==> src/rtl/snap_pkg.sv <==
package snap_pkg;
   // Classified read request for the current cycle
   typedef enum logic [2:0] {
      RK_IDLE = 3'd0,
      RK_LOW  = 3'd1,
      RK_MID  = 3'd2,
      RK_TOP  = 3'd3,
      RK_BAD  = 3'd4
   } rd_kind_e;
endpackage

==> src/rtl/snap_store.sv <==
module snap_store #(
   parameter int DIGITS = 3,
   parameter int DIG_W  = 4,
   localparam int TOT_W = DIGITS * DIG_W
) (
   input  logic             clk,
   input  logic             rst_n,
   input  logic             load_i,
   input  logic [TOT_W-1:0] live_i,
   output logic [TOT_W-1:0] buf_o
);
   // one register per digit, all loaded by the same strobe
   for (genvar g = 0; g < DIGITS; g++) begin : g_dig
      logic [DIG_W-1:0] dig_q;
      always_ff @(posedge clk) begin
         if (!rst_n)      dig_q <= '0;
         else if (load_i) dig_q <= live_i[g*DIG_W +: DIG_W];
      end
      assign buf_o[g*DIG_W +: DIG_W] = dig_q;
   end


   store_load_chk: assert property (@(posedge clk) disable iff (!rst_n)
      load_i |=> buf_o == $past(live_i));

   store_hold_chk: assert property (@(posedge clk) disable iff (!rst_n)
      !load_i |=> $stable(buf_o));
endmodule

==> src/rtl/snap_ctrl.sv <==
module snap_ctrl
   import snap_pkg::*;
(
   input  logic     clk,
   input  logic     rst_n,
   input  logic     lap_i,
   input  rd_kind_e kind_i,
   output logic     load_o,
   output logic     held_o,
   output logic     renew_o
);
   logic held_q, held_d;
   logic pend_q, pend_d;
   logic flag_q, flag_d;

   always_comb begin
      held_d = held_q;
      pend_d = pend_q;
      flag_d = flag_q;
      load_o = 1'b0;
      if (lap_i) begin
         load_o = 1'b1;
         held_d = 1'b1;
         pend_d = held_q || (kind_i == RK_LOW);
         if (kind_i == RK_TOP) flag_d = pend_q;
      end else begin
         unique case (kind_i)
            RK_LOW: begin
               load_o = 1'b1;
               held_d = 1'b1;
               pend_d = 1'b0;
            end
            RK_TOP: begin
               flag_d = pend_q;
               held_d = held_q && pend_q;
               pend_d = 1'b0;
            end
            default: ;
         endcase
      end
   end

   always_ff @(posedge clk) begin
      if (!rst_n) begin
         held_q <= 1'b0;
         pend_q <= 1'b0;
         flag_q <= 1'b0;
      end else begin
         held_q <= held_d;
         pend_q <= pend_d;
         flag_q <= flag_d;
      end
   end

   assign held_o  = held_q;
   assign renew_o = flag_q;


   low_enters_hold_chk: assert property (@(posedge clk) disable iff (!rst_n)
      (kind_i == RK_LOW) |=> held_o);

   clean_release_chk: assert property (@(posedge clk) disable iff (!rst_n)
      (kind_i == RK_TOP && !lap_i && !pend_q) |=> (!held_o && !renew_o));

   blocked_release_chk: assert property (@(posedge clk) disable iff (!rst_n)
      (kind_i == RK_TOP && !lap_i && pend_q) |=> (held_o && renew_o));

   flag_quiet_chk: assert property (@(posedge clk) disable iff (!rst_n)
      (kind_i != RK_TOP) |=> $stable(renew_o));

   lap_wins_chk: assert property (@(posedge clk) disable iff (!rst_n)
      (lap_i && kind_i == RK_LOW) |=> (pend_q && held_o));
endmodule

==> src/rtl/snap_rdmux.sv <==
module snap_rdmux #(
   parameter int DIGITS = 3,
   parameter int DIG_W  = 4,
   parameter int SEL_W  = 2,
   localparam int TOT_W = DIGITS * DIG_W
) (
   input  logic             clk,
   input  logic             rst_n,
   input  logic             rd_stb,
   input  logic [SEL_W-1:0] rd_sel,
   input  logic             held_i,
   input  logic [TOT_W-1:0] live_i,
   input  logic [TOT_W-1:0] buf_i,
   output logic [DIG_W-1:0] rd_data
);
   logic [DIG_W-1:0] cand [DIGITS];
   logic [DIG_W-1:0] pick;
   logic [DIG_W-1:0] data_q;

   // digit 0 is latched on its own read, so the live value is the snapshot
   for (genvar g = 0; g < DIGITS; g++) begin : g_cand
      if (g == 0) begin : g_low
         assign cand[g] = live_i[DIG_W-1:0];
      end else begin : g_up
         assign cand[g] = held_i ? buf_i[g*DIG_W +: DIG_W]
                                 : live_i[g*DIG_W +: DIG_W];
      end
   end

   always_comb begin
      pick = '0;
      for (int i = 0; i < DIGITS; i++) begin
         if (rd_sel == SEL_W'(i)) pick = cand[i];
      end
   end

   always_ff @(posedge clk) begin
      if (!rst_n)      data_q <= '0;
      else if (rd_stb) data_q <= pick;
   end

   assign rd_data = data_q;


   bad_sel_zero_chk: assert property (@(posedge clk) disable iff (!rst_n)
      (rd_stb && int'(rd_sel) >= DIGITS) |=> rd_data == '0);

   idle_stable_chk: assert property (@(posedge clk) disable iff (!rst_n)
      !rd_stb |=> $stable(rd_data));

   live_read_chk: assert property (@(posedge clk) disable iff (!rst_n)
      (rd_stb && !held_i && int'(rd_sel) < DIGITS)
      |=> rd_data == $past(live_i[int'(rd_sel)*DIG_W +: DIG_W]));
endmodule

==> src/rtl/lapcap_buf.sv <==
module lapcap_buf
   import snap_pkg::*;
#(
   parameter int DIGITS = 3,
   parameter int DIG_W  = 4,
   parameter int SEL_W  = $clog2(DIGITS)
) (
   input  logic                    clk,
   input  logic                    rst_n,
   input  logic [DIGITS*DIG_W-1:0] live_cnt,
   input  logic                    rd_stb,
   input  logic [SEL_W-1:0]        rd_sel,
   input  logic                    lap_pulse,
   output logic [DIG_W-1:0]        rd_data,
   output logic                    renew_flag
);
   localparam int TOT_W = DIGITS * DIG_W;

   if (DIGITS < 2) begin : g_bad_digits
      $error("lapcap_buf: DIGITS must be at least 2");
   end
   if (DIG_W < 1) begin : g_bad_width
      $error("lapcap_buf: DIG_W must be at least 1");
   end
   if (SEL_W < $clog2(DIGITS)) begin : g_bad_sel
      $error("lapcap_buf: SEL_W too narrow for DIGITS");
   end

   rd_kind_e         kind;
   logic             load;
   logic             held;
   logic [TOT_W-1:0] snap;

   always_comb begin
      if (!rd_stb)                             kind = RK_IDLE;
      else if (rd_sel == '0)                   kind = RK_LOW;
      else if (rd_sel == SEL_W'(DIGITS - 1))   kind = RK_TOP;
      else if (int'(rd_sel) < DIGITS)          kind = RK_MID;
      else                                     kind = RK_BAD;
   end

   snap_ctrl u_ctrl (
      .clk     (clk),
      .rst_n   (rst_n),
      .lap_i   (lap_pulse),
      .kind_i  (kind),
      .load_o  (load),
      .held_o  (held),
      .renew_o (renew_flag)
   );

   snap_store #(.DIGITS(DIGITS), .DIG_W(DIG_W)) u_store (
      .clk    (clk),
      .rst_n  (rst_n),
      .load_i (load),
      .live_i (live_cnt),
      .buf_o  (snap)
   );

   snap_rdmux #(.DIGITS(DIGITS), .DIG_W(DIG_W), .SEL_W(SEL_W)) u_rd (
      .clk     (clk),
      .rst_n   (rst_n),
      .rd_stb  (rd_stb),
      .rd_sel  (rd_sel),
      .held_i  (held),
      .live_i  (live_cnt),
      .buf_i   (snap),
      .rd_data (rd_data)
   );


   lap_holds_chk: assert property (@(posedge clk) disable iff (!rst_n)
      lap_pulse |=> (held && snap == $past(live_cnt)));

   bad_sel_inert_chk: assert property (@(posedge clk) disable iff (!rst_n)
      (kind == RK_BAD && !lap_pulse) |=> ($stable(held) && $stable(snap) && $stable(renew_flag)));
endmodule

==> config.mk <==
export PLATFORM = sky130hd
export DESIGN_NAME = lapcap_buf
export DESIGN_NICKNAME = d
export VERILOG_FILES = /design/src/rtl/snap_pkg.sv /design/src/rtl/snap_store.sv /design/src/rtl/snap_ctrl.sv /design/src/rtl/snap_rdmux.sv /design/src/rtl/lapcap_buf.sv
export SDC_FILE = /design/constraint.sdc
export NUM_CORES = 1
export LEC_CHECK = 0
export ABC_AREA = 1
export BUFFER_PORTS_ARGS = -buffer_cell sky130_fd_sc_hd__buf_2
export CAP_MARGIN = 10
export CELL_PAD_IN_SITES_DETAIL_PLACEMENT = 1
export CELL_PAD_IN_SITES_GLOBAL_PLACEMENT = 1
export CORE_UTILIZATION = 35
export CTS_BUF_LIST = sky130_fd_sc_hd__clkbuf_4
export CTS_CLUSTER_SIZE = 30
export DETAILED_ROUTE_END_ITERATION = 10
export HOLD_SLACK_MARGIN = 0.15
export PLACE_DENSITY_LB_ADDON = 0.1
export REMOVE_ABC_BUFFERS = 1
export SLEW_MARGIN = 15
export SYNTH_ARGS = -nofsm -noshare
export SYNTH_HDL_FRONTEND = slang
export SYNTH_SLANG_ARGS = --single-unit
==> constraint.sdc <==
create_clock -name clk -period 1.6 [get_ports clk]
set_input_delay 0.08 -clock clk [delete_from_list [all_inputs] [get_ports clk]]
set_output_delay 0.08 -clock clk [all_outputs]
set_load 0.005 [all_outputs]
==> metrics.md <==
| Metric | Value |
|---|---|
| Critical-path cell list | `dlygate4sd3_1 -> buf_2 -> clkinv_1 -> nand2_4 -> inv_4 -> nor2_1 -> nor2_1` |
| Register area share after synthesis | `33.66%` |
| Worst path max stage delay | `0.53 ns` |
| GPL Wtd Cong | `0.8045` |
| Met1 usage | `27.84%` |
| Fmax | `805.7 MHz` |
| CTS root buf | `clkbuf_4` |
| FILL cells | `309` |
| Largest net degree at the start of global routing | `17` |
| Length of the first detailed-routing pass in iterations | `4` |
| Worst setup SP type | `input port` |
| Max-Cap Viols | `0` |
| Dpl cell area | `1035 um2` |
| Area contributors post-synth | `dfxtp_1 (34%), nand2_1 (17%), nand3_1 (8.4%)` |
| Final WL | `2752 um` |
| # Post-CTS Setup Buffers | `0` |
| RSZ-0062 raised after global routing | `no` |
| Setup WS post-layout | `0.3588 ns` |
| Initial Util | `38.83%` |
| Area Overhead vs Synth | `29.45%` |
| Worst-Skew Late Latency | `0.29 ns` |
| CP Max Fanout | `10` |
| Reg-to-reg startpoint | `u_ctrl.held_o` |
| Pre-CTS setup slack | `0.2259 ns` |
| Commonest cells post-synth | `nand2_1 (41), nor2_1 (18), dfxtp_1 (15), nand3_1 (15), inv_1 (14)` |
| GRT overflow | `0` |
| Final hold violation count | `0` |
| Seq cells post-synth | `15` |
| WHS | `0.1501 ns` |
| Row count | `17` |
| Routed vias/inst | `4.960` |
| Placeable Area | `2297 um2` |
| Port Buffers | `22` |
| Post-DP HPWL | `2055 um` |
| Worst path required time | `1.80 ns` |
| Post-route cell area | `1155 um2` |
| Antenna violations before repair | `0` |
| Setup_tns | `0 ns` |
| Internal power | `613.2 uW` |
| Via count | `992` |
| CP arrival | `1.44 ns` |
| Reg2Reg Depth | `5` |
| Area leader, netlist | `dfxtp_1` |
| H-tree Lvls | `1` |
| Most Used Layer, Global Route | `met2` |
| Top-area cell type share of the netlist area | `33.66%` |
| Netlist Area Pre-Place | `892.1 um2` |
| Clock sink count | `15` |
| Clock period minus worst slack | `1.241 ns` |
| EDFF count, synth | `0` |
| Cts repair resizes | `0` |
| Rel. slew slack | `77.71%` |
| Hold depth | `3` |
| Synth unique cells | `17` |
| Clk buf depth | `2` |
| Post-DRT Antenna Nets | `0` |
| Slew Viols, Final | `0` |
| Vias in the first global route | `1054` |
| Worst Setup SP | `lap_pulse` |
| Power share of the clock group | `27.1%` |
| Die Wd | `52.49 um` |
| Worst Hold Class | `in2reg` |
| Crit path top cell by count | `nor2_1` |
| Reg-to-reg slack, setup | `0.55 ns` |
| First-pass GRT wire length | `4512 um` |
| Fin crit share | `77.58%` |
| TritonCTS buffer count | `3` |
| # DRC | `0` |
| WS Path Type | `in2reg` |
| Setup Viol. Count Final | `0` |
| Worst IR Drop VDD | `480.9 uV` |
| CP Capture Type | `flop` |
| Clk slew on worst S/H paths | `0.10 ns` |
| Final net count | `195` |
| Inserted Diodes | `0` |
| Die area | `2755 um2` |
| Ratio of cells with drive above 1 in the final layout | `20.35%` |
| Worst Hold Launch | `rst_n` |
| Skew final | `0.007901 ns` |
| Sw frac | `31.42%` |
| Ports | `23` |
| Comb pwr share | `26.6%` |
| Status | `finished clean` |
| Slew @ Worst Pin | `0.3322 ns` |
| Wire per inst | `13.76 um` |
| Cells after Synth | `138` |
| Seq pwr share | `46.4%` |
| Yosys warns | `0` |
| Met2 Use GR | `40.93%` |
| CTS tree | `done` |
| # hold bufs at CTS | `9` |
| Avg Inst Size Synth | `6.465 um2` |
| 1st-iter DRT viols | `6` |
| Sw Pwr | `280.9 uW` |
| Pwr Density | `774.1 nW/um2` |
| Static leakage | `0.0006133 uW` |
| Count leader, synth | `nand2_1` |
| Die Height | `52.49 um` |
| Main synth FF type | `dfxtp_1` |
| Grt met3 use | `4.058%` |
| Final Util | `50.27%` |
| GRT Total Usage | `23.17%` |
| Slowest-stage cell, CP | `dlygate4sd3_1` |
| Asr flop ratio synth | `0%` |
-- cells in the final DEF (no fill, tap or decap), drive strengths merged --
master and n:
nand3b 5, clkbuf 4, dlygate4sd3 9, clkinv 1, inv 18, a21oi 10, nand3 16, nor2 19
nand2 43, a21boi 1, buf 23, dfxtp 15, ha 4, o21ai 4
-- critical path, delay by kind of cell --
kind,cells,cell delay [ns]
and+or+nand+nor,3,0.36
buffers and inverters,4,1.00
-- per-stage QoR --
stage | cells | total power [uW]
finish | 200 | 894.0
global route | 200 | 947.5
CTS | 200 | 902.5
detailed placement | 187 | 644.1
global placement | 187 | 636.6
floorplan | 136 | 553.8
-- state kept, by name, indices dropped and copies added (netlist names) --
signal	cells
u_rd.rd_data	4
u_store.g_dig.dig_q	8
u_ctrl.held_o	1
u_ctrl.renew_o	1
u_ctrl.pend_q	1
-- logic make-up (layout without fill, tap and decap cells) --
family,after synthesis,in the layout,synth area share (%)
AO/OA/AOI/OAI,15,15,8.696
adder cells (fa/ha/maj),4,4,5.610
buffers and inverters,21,55,9.397
flip-flops,15,15,33.66
AND/OR/NAND/NOR,83,83,42.64
-- per-layer routing --
metal / part of all wire [%] / vias up
met4: 1.9 / 0
li1: - / 501
met2: 49 / 20
met1: 46 / 464
met5: 0 / -
met3: 3.0 / 7
-- area by class of cell --
type                       count  area [um2]  area share (%)
timing repair buffer          32       207.7           17.98
tap                           28       35.03           3.034
inverter                      19       73.82           6.392
multi-input combinational    102       508.0           43.99
sequential                    15       300.3           26.00
clock buffer                   4       30.03           2.600
-- power groups by stage --
stage / Combinational, uW / Clock [uW] / Sequential [uW]
detailed placement: 221 / 0 / 423
CTS: 239 / 249 / 415
floorplan: 128 / 0 / 426
finish: 238 / 242 / 414
global placement: 214 / 0 / 423
global route: 271 / 260 / 417
-- worst paths after layout --
path / end
worst min-delay path: u_store.g_dig[2].dig_q[1]
worst min register to register: u_ctrl.pend_q
worst max register to register: u_rd.rd_data[3]
worst max-delay path: u_store.g_dig[1].dig_q[1]
Note: power is estimated with default switching activity, not from simulation.
